**config.mk**
```make
export PLATFORM = sky130hd
export DESIGN_NAME = wdg_window_ctrl
export DESIGN_NICKNAME = d
export VERILOG_FILES = /design/src/rtl/wdg_pkg.sv /design/src/rtl/wdg_cfg_latch.sv /design/src/rtl/wdg_period.sv /design/src/rtl/wdg_fsm.sv /design/src/rtl/wdg_window_ctrl.sv
export SDC_FILE = /design/constraint.sdc
export NUM_CORES = 1
export LEC_CHECK = 0
export BUFFER_PORTS_ARGS = -buffer_cell sky130_fd_sc_hd__buf_2
export CORE_MARGIN = 1
export CORE_UTILIZATION = 27
export CTS_BUF_LIST = sky130_fd_sc_hd__clkbuf_2 sky130_fd_sc_hd__clkbuf_4 sky130_fd_sc_hd__clkbuf_8
export DETAILED_ROUTE_END_ITERATION = 6
export GPL_TIMING_DRIVEN = 0
export PLACE_DENSITY = 0.47
export SKIP_CTS_REPAIR_TIMING = 1
export SYNTH_ARGS = -nofsm -noshare
export SYNTH_HDL_FRONTEND = slang
export SYNTH_SLANG_ARGS = --single-unit
```
**constraint.sdc**
```tcl
create_clock -name clk -period 4.5 [get_ports clk]
set_input_delay 0.675 -clock clk [delete_from_list [all_inputs] [get_ports clk]]
set_output_delay 0.675 -clock clk [all_outputs]
set_load 0.01 [all_outputs]
```
**src/rtl/wdg_pkg.sv**
```systemverilog
package wdg_pkg;

    typedef enum logic [1:0] {
        MODE_RESET  = 2'd0,
        MODE_NREQ   = 2'd1,
        MODE_NORMAL = 2'd2,
        MODE_SLEEP  = 2'd3
    } wdg_mode_e;

    typedef enum logic [1:0] {
        CFG_OPEN = 2'd0,
        CFG_RES  = 2'd1,
        CFG_GND  = 2'd2,
        CFG_BAD  = 2'd3
    } wdg_cfg_e;

    typedef enum logic [2:0] {
        ST_IDLE   = 3'd0,
        ST_CLOSED = 3'd1,
        ST_OPEN   = 3'd2,
        ST_NREQ   = 3'd3,
        ST_RST    = 3'd4
    } wdg_state_e;

endpackage

```
**src/rtl/wdg_cfg_latch.sv**
```systemverilog
module wdg_cfg_latch #(
    parameter int RES_TICKS = 1500,
    parameter int DEF_TICKS = 1500,
    parameter int BW        = 11
) (
    input  logic          clk,
    input  logic          rst_n,
    input  logic [1:0]    mode_i,
    input  logic [1:0]    sense_i,
    output logic          off_o,
    output logic          fault_o,
    output logic [BW-1:0] base_o
);
    import wdg_pkg::*;

    logic [1:0] sense_q;

    // Sense value follows the pin only while the device sits in Reset mode
    always_ff @(posedge clk or negedge rst_n) begin
        if (!rst_n) begin
            sense_q <= CFG_RES;
        end else if (mode_i == MODE_RESET) begin
            sense_q <= sense_i;
        end
    end

    always_comb begin
        off_o   = (sense_q == CFG_GND);
        fault_o = (sense_q == CFG_OPEN) || (sense_q == CFG_BAD);
        base_o  = fault_o ? BW'(DEF_TICKS) : BW'(RES_TICKS);
    end

endmodule

```
**src/rtl/wdg_period.sv**
```systemverilog
module wdg_period #(
    parameter int BW = 11,
    parameter int PW = 2,
    parameter int CW = 14
) (
    input  logic          clk,
    input  logic          rst_n,
    input  logic          load_i,
    input  logic [BW-1:0] base_i,
    input  logic [PW-1:0] presc_i,
    output logic [CW-1:0] per_o,
    output logic [CW-1:0] half_o
);
    logic [CW-1:0] per_q;

    // Prescaled period is frozen at the start of each period
    always_ff @(posedge clk or negedge rst_n) begin
        if (!rst_n) begin
            per_q <= CW'(2);
        end else if (load_i) begin
            per_q <= {{(CW-BW){1'b0}}, base_i} << presc_i;
        end
    end

    always_comb begin
        per_o  = per_q;
        half_o = per_q >> 1;
    end

endmodule

```
**src/rtl/wdg_fsm.sv**
```systemverilog
module wdg_fsm #(
    parameter int CW        = 14,
    parameter int NRQ_TICKS = 1500,
    parameter int RST_TICKS = 16
) (
    input  logic                clk,
    input  logic                rst_n,
    input  logic                tick_i,
    input  logic                clr_i,
    input  logic [1:0]          mode_i,
    input  logic                off_i,
    input  logic [CW-1:0]       per_i,
    input  logic [CW-1:0]       half_i,
    output logic                load_o,
    output logic                rst_req_o,
    output wdg_pkg::wdg_state_e st_o
);
    import wdg_pkg::*;

    localparam logic [CW-1:0] NRQ_LAST = CW'(NRQ_TICKS - 1);
    localparam logic [CW-1:0] RST_LAST = CW'(RST_TICKS - 1);

    wdg_state_e    st_q, st_d;
    logic [CW-1:0] cnt_q;
    logic          restart;
    logic          counting;

    function automatic wdg_state_e entry_st(input logic [1:0] m, input logic off);
        if (m == MODE_NORMAL && !off) return ST_CLOSED;
        else if (m == MODE_NREQ)      return ST_NREQ;
        else                          return ST_IDLE;
    endfunction

    // Next-state logic
    always_comb begin
        st_d = st_q;
        unique case (st_q)
            ST_IDLE: begin
                st_d = entry_st(mode_i, off_i);
            end
            ST_CLOSED: begin
                if (mode_i != MODE_NORMAL)                   st_d = entry_st(mode_i, off_i);
                else if (clr_i)                              st_d = ST_RST;
                else if (tick_i && cnt_q == half_i - CW'(1)) st_d = ST_OPEN;
            end
            ST_OPEN: begin
                if (mode_i != MODE_NORMAL)                   st_d = entry_st(mode_i, off_i);
                else if (clr_i)                              st_d = ST_CLOSED;
                else if (tick_i && cnt_q == per_i - CW'(1))  st_d = ST_RST;
            end
            ST_NREQ: begin
                if (mode_i != MODE_NREQ)                     st_d = entry_st(mode_i, off_i);
                else if (tick_i && cnt_q == NRQ_LAST)        st_d = ST_RST;
            end
            ST_RST: begin
                if (tick_i && cnt_q == RST_LAST)             st_d = entry_st(mode_i, off_i);
            end
            default: st_d = ST_IDLE;
        endcase
    end

    // State register
    always_ff @(posedge clk or negedge rst_n) begin
        if (!rst_n) st_q <= ST_IDLE;
        else        st_q <= st_d;
    end

    // Shared tick counter: cleared on every state change except the
    // closed-to-open handover, which keeps counting through the period
    always_comb begin
        restart  = (st_d != st_q) && !(st_q == ST_CLOSED && st_d == ST_OPEN);
        counting = (st_q != ST_IDLE);
    end

    always_ff @(posedge clk or negedge rst_n) begin
        if (!rst_n)                   cnt_q <= '0;
        else if (restart)             cnt_q <= '0;
        else if (tick_i && counting)  cnt_q <= cnt_q + CW'(1);
    end

    // Outputs
    always_comb begin
        load_o    = (st_d == ST_CLOSED) && (st_q != ST_CLOSED);
        rst_req_o = (st_q == ST_RST);
        st_o      = st_q;
    end

endmodule

```
**src/rtl/wdg_window_ctrl.sv**
```systemverilog
module wdg_window_ctrl #(
    parameter int RES_TICKS = 1500,
    parameter int DEF_TICKS = 1500,
    parameter int NRQ_TICKS = 1500,
    parameter int RST_TICKS = 16,
    parameter int PRESC_W   = 2
) (
    input  logic               clk,
    input  logic               rst_n,
    input  logic               tick_i,
    input  logic               clr_i,
    input  logic [1:0]         mode_i,
    input  logic [1:0]         cfg_sense_i,
    input  logic [PRESC_W-1:0] presc_i,
    output logic               mcu_rst_req_o,
    output logic               wd_off_o,
    output logic               tb_fault_o
);
    localparam int MAX_BASE = (RES_TICKS > DEF_TICKS) ? RES_TICKS : DEF_TICKS;
    localparam int BW       = $clog2(MAX_BASE + 1);
    localparam int MAX_SH   = (1 << PRESC_W) - 1;
    localparam int PCW      = BW + MAX_SH;
    localparam int NCW      = $clog2(NRQ_TICKS + 1);
    localparam int RCW      = $clog2(RST_TICKS + 1);
    localparam int CW01     = (PCW > NCW) ? PCW : NCW;
    localparam int CW       = (CW01 > RCW) ? CW01 : RCW;

    logic                base_off;
    logic                base_fault;
    logic [BW-1:0]       base_w;
    logic [CW-1:0]       per_w;
    logic [CW-1:0]       half_w;
    logic                load_w;
    wdg_pkg::wdg_state_e st_w;

    wdg_cfg_latch #(
        .RES_TICKS (RES_TICKS),
        .DEF_TICKS (DEF_TICKS),
        .BW        (BW)
    ) u_cfg (
        .clk     (clk),
        .rst_n   (rst_n),
        .mode_i  (mode_i),
        .sense_i (cfg_sense_i),
        .off_o   (base_off),
        .fault_o (base_fault),
        .base_o  (base_w)
    );

    wdg_period #(
        .BW (BW),
        .PW (PRESC_W),
        .CW (CW)
    ) u_per (
        .clk     (clk),
        .rst_n   (rst_n),
        .load_i  (load_w),
        .base_i  (base_w),
        .presc_i (presc_i),
        .per_o   (per_w),
        .half_o  (half_w)
    );

    wdg_fsm #(
        .CW        (CW),
        .NRQ_TICKS (NRQ_TICKS),
        .RST_TICKS (RST_TICKS)
    ) u_fsm (
        .clk       (clk),
        .rst_n     (rst_n),
        .tick_i    (tick_i),
        .clr_i     (clr_i),
        .mode_i    (mode_i),
        .off_i     (base_off),
        .per_i     (per_w),
        .half_i    (half_w),
        .load_o    (load_w),
        .rst_req_o (mcu_rst_req_o),
        .st_o      (st_w)
    );

    assign wd_off_o   = base_off;
    assign tb_fault_o = base_fault;

endmodule

```
Word-level counts from Yosys, hierarchy flattened
Index checks and enable logic that the tools add are counted.

Bits in registers: 33. Output and inout bits: 3. Input bits: 10. Word-level logic and storage cells: 57.

Add/subtract/negate cells: 3. Mux-type cells: 14. Reductions and logical operators: 17. Equal/unequal tests: 18. Shifts and indexed selects: 1.

Operator list (count): 3-bit two-way mux (10); 14-bit == test (2); 14-bit two-way mux (2); 3-bit one-hot mux with 5 select lines (1); 14-bit by 1-bit adder with 14-bit output, second input constant (1); 14-bit by 11-bit == test with 1-bit output, second input constant (1); 14-bit by 4-bit == test with 1-bit output, second input constant (1); 11-bit by 2-bit << shifter with 14-bit output, first input constant (1); 13-bit by 1-bit subtractor with 14-bit output, second input constant (1); 14-bit by 1-bit subtractor with 14-bit output, second input constant (1); 3-bit by 2-bit == test with 1-bit output, second input constant (3); 1-bit logical AND (9); 2-bit == test, second input constant (3); 3-bit by 1-bit == test with 1-bit output, second input constant (2); 2-bit logical NOT (2); 3-bit == test, second input constant (1); 3-bit logical NOT (1); 3-bit by 1-bit inequality test with 1-bit output, second input constant (1); 3-bit inequality test (1); 3-bit nonzero test (1); 2-bit by 1-bit == test with 1-bit output, second input constant (1); 1-bit logical NOT (2); 2-bit two-way mux (1); 2-bit by 1-bit inequality test with 1-bit output, second input constant (1); 3 further kinds (3).

Logic depth before layout (Yosys ltp)
Depth in word-level cells: 12. Mapped depth: 13. Depth with buffers taken out: 11.

By module
A second synthesis with hierarchy kept.

Cells, all modules: 391. Area, all modules: 3314.4 um2.

Modules (own cells, without submodules): wdg_fsm (cells each 294, times used 1, sequential area each 425.4 um2, area an instance 2245.9 um2); wdg_period (cells each 77, times used 1, sequential area each 351.6 um2, area an instance 882.1 um2); wdg_cfg_latch (cells each 20, times used 1, sequential area each 51.3 um2, area an instance 186.4 um2).

Worst setup path after synthesis
OpenSTA, ideal clock, no wires.

Path type: reg2reg. Start point: register u_per.per_q[1], in the netlist u_per.per_o[1]. End point: register u_per.per_q[10], in the netlist u_per.per_o[10]. Library setup time: 0.125 ns. Path slack: 1.405 ns. Required time: 4.375 ns. Arrival: 2.971 ns. Stages on the path, launching flop included: 13. Clock period less this slack: 3.095 ns. Buffers on the path: 1. Path through: dfstp_2 buf_6 inv_1 ha_1 nor3b_2 and4b_1 a22oi_1 a221o_1 or4_1 nand3_2 a211oi_1 nand2_2 mux2_2.

Longest elaborated chain between the ends: 9. Elaborated cells between the ends (all ways): 15. Classes of those cells: add/sub: 2; eq/ne: 3; mux: 7; reduce/logical: 3.

RTL lines: start, declared (line wdg_period.sv:14) `logic [CW-1:0] per_q;`; start signal, assigned (line wdg_period.sv:21) `per_q <= {{(CW-BW){1'b0}}, base_i} << presc_i;`; 14-bit by 1-bit subtractor with 14-bit output or 13-bit by 1-bit subtractor with 14-bit output (tied branches) (line wdg_fsm.sv:49, wdg_fsm.sv:44); 14-bit == test, on equally long branches (line wdg_fsm.sv:49, wdg_fsm.sv:44); 1-bit logical AND, on equally long branches (line wdg_fsm.sv:49, wdg_fsm.sv:44); 3-bit two-way mux, on equally long branches (line wdg_fsm.sv:49, wdg_fsm.sv:44); 3-bit two-way mux, on equally long branches (line wdg_fsm.sv:48, wdg_fsm.sv:43); 3-bit two-way mux, on equally long branches (line wdg_fsm.sv:47, wdg_fsm.sv:42); 3-bit one-hot mux with 5 select lines (*) (line wdg_fsm.sv:37) `unique case (st_q)`; via u_fsm.st_d[1] (line wdg_fsm.sv:23) `wdg_state_e st_q, st_d;`; 3-bit by 1-bit == test with 1-bit output (*) (line wdg_fsm.sv:83) `load_o = (st_d == ST_CLOSED) && (st_q != ST_CLOSED);`; 1-bit logical AND (*) (line wdg_fsm.sv:83).

Mark *: on every way through the listed nets, which the timed path passes. The rest lies on a longest branch. A chain may end at the register's enable or synchronous reset.

Final worst setup path
Start point: register u_per.per_q[2], in the netlist u_per.per_o[2]. End point: register u_fsm.cnt_q[3].

Longest elaborated chain between the ends: 12. Elaborated cells between the ends (all ways): 20. Classes of those cells: add/sub: 2; eq/ne: 4; mux: 8; reduce/logical: 6.

RTL lines: 14-bit by 1-bit subtractor with 14-bit output or 13-bit by 1-bit subtractor with 14-bit output (tied branches) (line wdg_fsm.sv:49, wdg_fsm.sv:44); 14-bit == test, on equally long branches (line wdg_fsm.sv:49, wdg_fsm.sv:44); 1-bit logical AND, on equally long branches (line wdg_fsm.sv:49, wdg_fsm.sv:44); 3-bit two-way mux, on equally long branches (line wdg_fsm.sv:49, wdg_fsm.sv:44); 3-bit two-way mux, on equally long branches (line wdg_fsm.sv:48, wdg_fsm.sv:43); 3-bit two-way mux, on equally long branches (line wdg_fsm.sv:47, wdg_fsm.sv:42); 3-bit one-hot mux with 5 select lines (*) (line wdg_fsm.sv:37); via u_fsm.st_d[2] (line wdg_fsm.sv:23); 3-bit by 2-bit == test with 1-bit output (line wdg_fsm.sv:71) `restart = (st_d != st_q) && !(st_q == ST_CLOSED && st_d == ST_OPEN);`; 1-bit logical AND (line wdg_fsm.sv:71); 1-bit logical NOT (line wdg_fsm.sv:71); 1-bit logical AND (*) (line wdg_fsm.sv:71); 14-bit two-way mux or 2-bit nonzero test (tied branches); end signal, assigned (line wdg_fsm.sv:78) `else if (tick_i && counting) cnt_q <= cnt_q + CW'(1);`; end, declared (line wdg_fsm.sv:24) `logic [CW-1:0] cnt_q;`.

Marks and branches as above.

==> impl_metrics.toml <==
[yosys]
post_synth_xor_area_fraction_pct = 12.3
ys_async_sr_fraction_pct = 100
synth_flop_cell = "dfrtp_1"
synth_seq_cells = 29
netlist_instances = 314
syn_avg_cell_area_um2 = 8.30
synth_sequential_area_ratio_pct = 28.0
synth_fa_ha_area_share_pct = 1.44
synth-compound-area-share_pct = 14.4
netlist-cell-type-count = 65
netlist_area_um2 = 2600
synth_top_family_by_area = "simple AND/OR/NAND/NOR gates"
yosys_warnings = 0
mux_cell_area_share_after_synthesis_pct = 5.28
synth.net_count = 327
post_synth_and_or_nand_nor_area_fraction_pct = 32.5
synth-edff-count = 0

[sta]
worstMarginPinSlew_ns = 0.725
worst_clock_skew_ns = 0.00702
maxSlewViolCount = 0
timing.setup.tns_ns = 0
period_needed_ns = 3.68
timing.slew.headroom_pct = 51.7
grt_setup_unrepaired = "false"
count_of_final_setup_violators = 0
achievable-frequency_mhz = 272
timing_hold_violations_final = 0
layout_worst_path_cycle_share_pct = 81.7

[clocking]
clock_latency_ns = 0.29
worst_setup_hold_path_clk_slew_ns = 0.07
clock_tree.buffer_depth = 2
clk_root_buffer_cell = "clkbuf_8"
clkSinkCount = 29
cts_buffers = 5
tritoncts = "yes"
htree_num_levels = 2

[worst_setup_path]
crit_slowest_cell = "or4_1"
setup.reg_to_reg.worst_slack_ns = 0.82
crit_path_end = "u_fsm.cnt_q[3]"
worstSetupPathDepth = 12
worst_path_largest_cell_delay_ns = 0.56
crit_arrival_ns = 3.86
start_of_the_worst_register_to_register_path = "u_per.per_o[2]"
start_kind = "register"
crit_top_cell = "nor2_1"
worstSetupPathType = "reg -> reg"
path_delay_family = "simple AND/OR/NAND/NOR gates"
cp.required_ns = 4.68
cp.buffers_inverters = 2
critPathLaunch = "u_per.per_o[2]"
path_cells = "inv_1 > ha_1 > or3b_1 > or4_1 > o211ai_1 > nor2_1 > nor4_1 > a221o_1 > o32ai_1 > a221oi_2 > buf_6 > nor2_1"
regToRegEndpoint = "u_fsm.cnt_q[3]"
end_kind = "register"
worst_reg2reg_path_length_in_cells = 12
critical_path_peak_fanout = 10

[floorplanning]
ioPinCount = 13
initial_core_util_pct = 28.1
die_h_um = 100
total_number_of_placement_rows = 35
design.die.area_um2 = 10000
core-area_um2 = 9280
dieWidth_um = 100

[final_layout]
final_common_cell = "nor2_1"
final_core_util_pct = 31.7
finish.net_count = 346
area_growth_from_synthesis_to_layout_pct = 13.1
final_layout_size_suffix_gt1_share_pct = 13.8
most_frequent_cells_in_the_layout = "nor2_1, dfrtp_1, xnor2_1, clkbuf_1, nand2_1"
num_antenna_cells = 0

[outcome]
status = "complete, no violations"

[placement]
detailedPlacementHpwl_mm = 5.46
placement.io_buffers = 12
gp_congestion = 0.909

[routing]
detail-route-antenna-nets = 0
detailedRoute.firstPassIterationCount = 4
detailroute.via_count = 2366
initialDrtViolationCount = 157
wl_mm = 7.24
detail_route.vias_per_cell = 5.11
detail_route.wl_per_cell_um = 15.6
detail_route.drc_violations = 0

[grt]
number_of_antenna_violations_at_the_first_check_in_global_routing = 0
grt_max_degree = 30
grt_pass1_wl_mm = 12.0
grt-ovfl-total = 0
via_count_of_the_first_global_routing_pass = 2308
grtUsageTotal_pct = 15.5

[flow_run]
cap_viol_max_count = 0

[power_and_ir_drop]
power_density_nw_per_um2 = 439
ir_drop_worst_vdd_mv = 0.148
total_leakage_power_nw = 1.09
overall_power_w = 0.00129

[worst_hold_path]
holdCritPathClass = "in -> async"
==> worst reg2reg max path, delay by kind of cell (launching register included) <==
kind / cells / cell delay [ns]
flip-flops: 1 / 0.43
AND/OR/NAND/NOR: 5 / 1.58
AO/OA/AOI/OAI: 4 / 1.00
buffers and inverters: 2 / 0.32
adder cells (fa/ha/maj): 1 / 0.23
==> metal layers <==
| layer | track usage (%) | part of all wire [%] | vias up |
|---|---|---|---|
| met3 | 2.30 | 3.6 | 7 |
| met4 | 5.13 | 1.9 | 0 |
| met2 | 25.7 | 46 | 42 |
| met1 | 20.5 | 48 | 1139 |
| met5 | 0 | 0 | - |
| li1 | - | - | 1178 |
==> cells by family (layout without fill, tap and decap cells) <==
logic type	after synthesis	after routing
and+or+nand+nor	147	147
AOI/OAI and AO/OA	52	52
xor gates and xnor gates	35	35
buffers and inverters	35	55
DFF	29	29
muxes	13	13
adders and majority gates	3	3
==> cell type report <==
| cell class | instances | area [um^2] |
|---|---|---|
| inverter | 9 | 33.8 |
| multi-input combinational | 250 | 1720 |
| buffer | 26 | 125 |
| clock buffer | 7 | 90.1 |
| tap | 129 | 161 |
| sequential | 29 | 728 |
| clock inverter | 1 | 30.0 |
| timing repair buffer | 12 | 60.1 |
| fill | 1027 | 6340 |
==> sequential cells by signal, summed over array words and instances, names as in the netlist <==
name,count
u_per.per_o,10
u_fsm.st_o,3
u_cfg.sense_q,2
u_fsm.cnt_q,14
==> Yosys cell counts (all sizes together), types with 4 or more instances <==
library cell	number	area [um^2]
and4b	5	50.1
inv	9	33.8
nor2	38	143
o21ai	10	50.1
and2	6	37.5
clkbuf	21	78.8
nor3	5	25.0
buf	5	46.3
nand2	18	70.1
or4	5	41.3
nand3	12	65.1
nor4b	4	35.0
and3	5	31.3
xnor2	22	193
nor4	8	56.3
dfrtp	27	676
mux2	6	67.6
xor2	12	105
mux2i	7	70.1
a21oi	7	35.0
o31ai	4	30.0
or2	4	25.0
nand2b	8	50.1
a211oi	4	30.0
nand4	10	62.6
==> how the worst min path moves through the flow <==
stage                                 from          endpoint  slack, ns  depth (start not counted)
final                                rst_n    u_per.per_o[7]       0.44                          1
after global routing                 rst_n    u_fsm.cnt_q[4]       0.51                          1
after CTS                            rst_n     u_fsm.st_o[1]       0.48                          1
after detailed placement  u_cfg.sense_q[1]  u_cfg.sense_q[1]       0.52                          1
after global placement    u_cfg.sense_q[1]  u_cfg.sense_q[1]       0.50                          1
after floorplan                      rst_n  u_cfg.sense_q[1]       0.38                          0
==> report_power, final <==
group / internal [W] / switching [W] / leakage [nW]
combinational: 0.000261 / 0.000378 / 0.662
clock: 0.000187 / 0.000113 / 0.0619
sequential: 0.000310 / 0.0000452 / 0.370
==> per-stage QoR <==
stage               hold WS (ns)  worst slack (ns)  cell area [um^2]  cells
CTS                        0.479             0.798              2950    463
floorplan                  0.379              1.40              2610    314
global placement           0.498             0.814              2830    455
finish                     0.438             0.823              2950    463
detailed placement         0.517             0.836              2830    455
global route               0.510             0.476              2950    463
(Power assumes the default switching activity.)
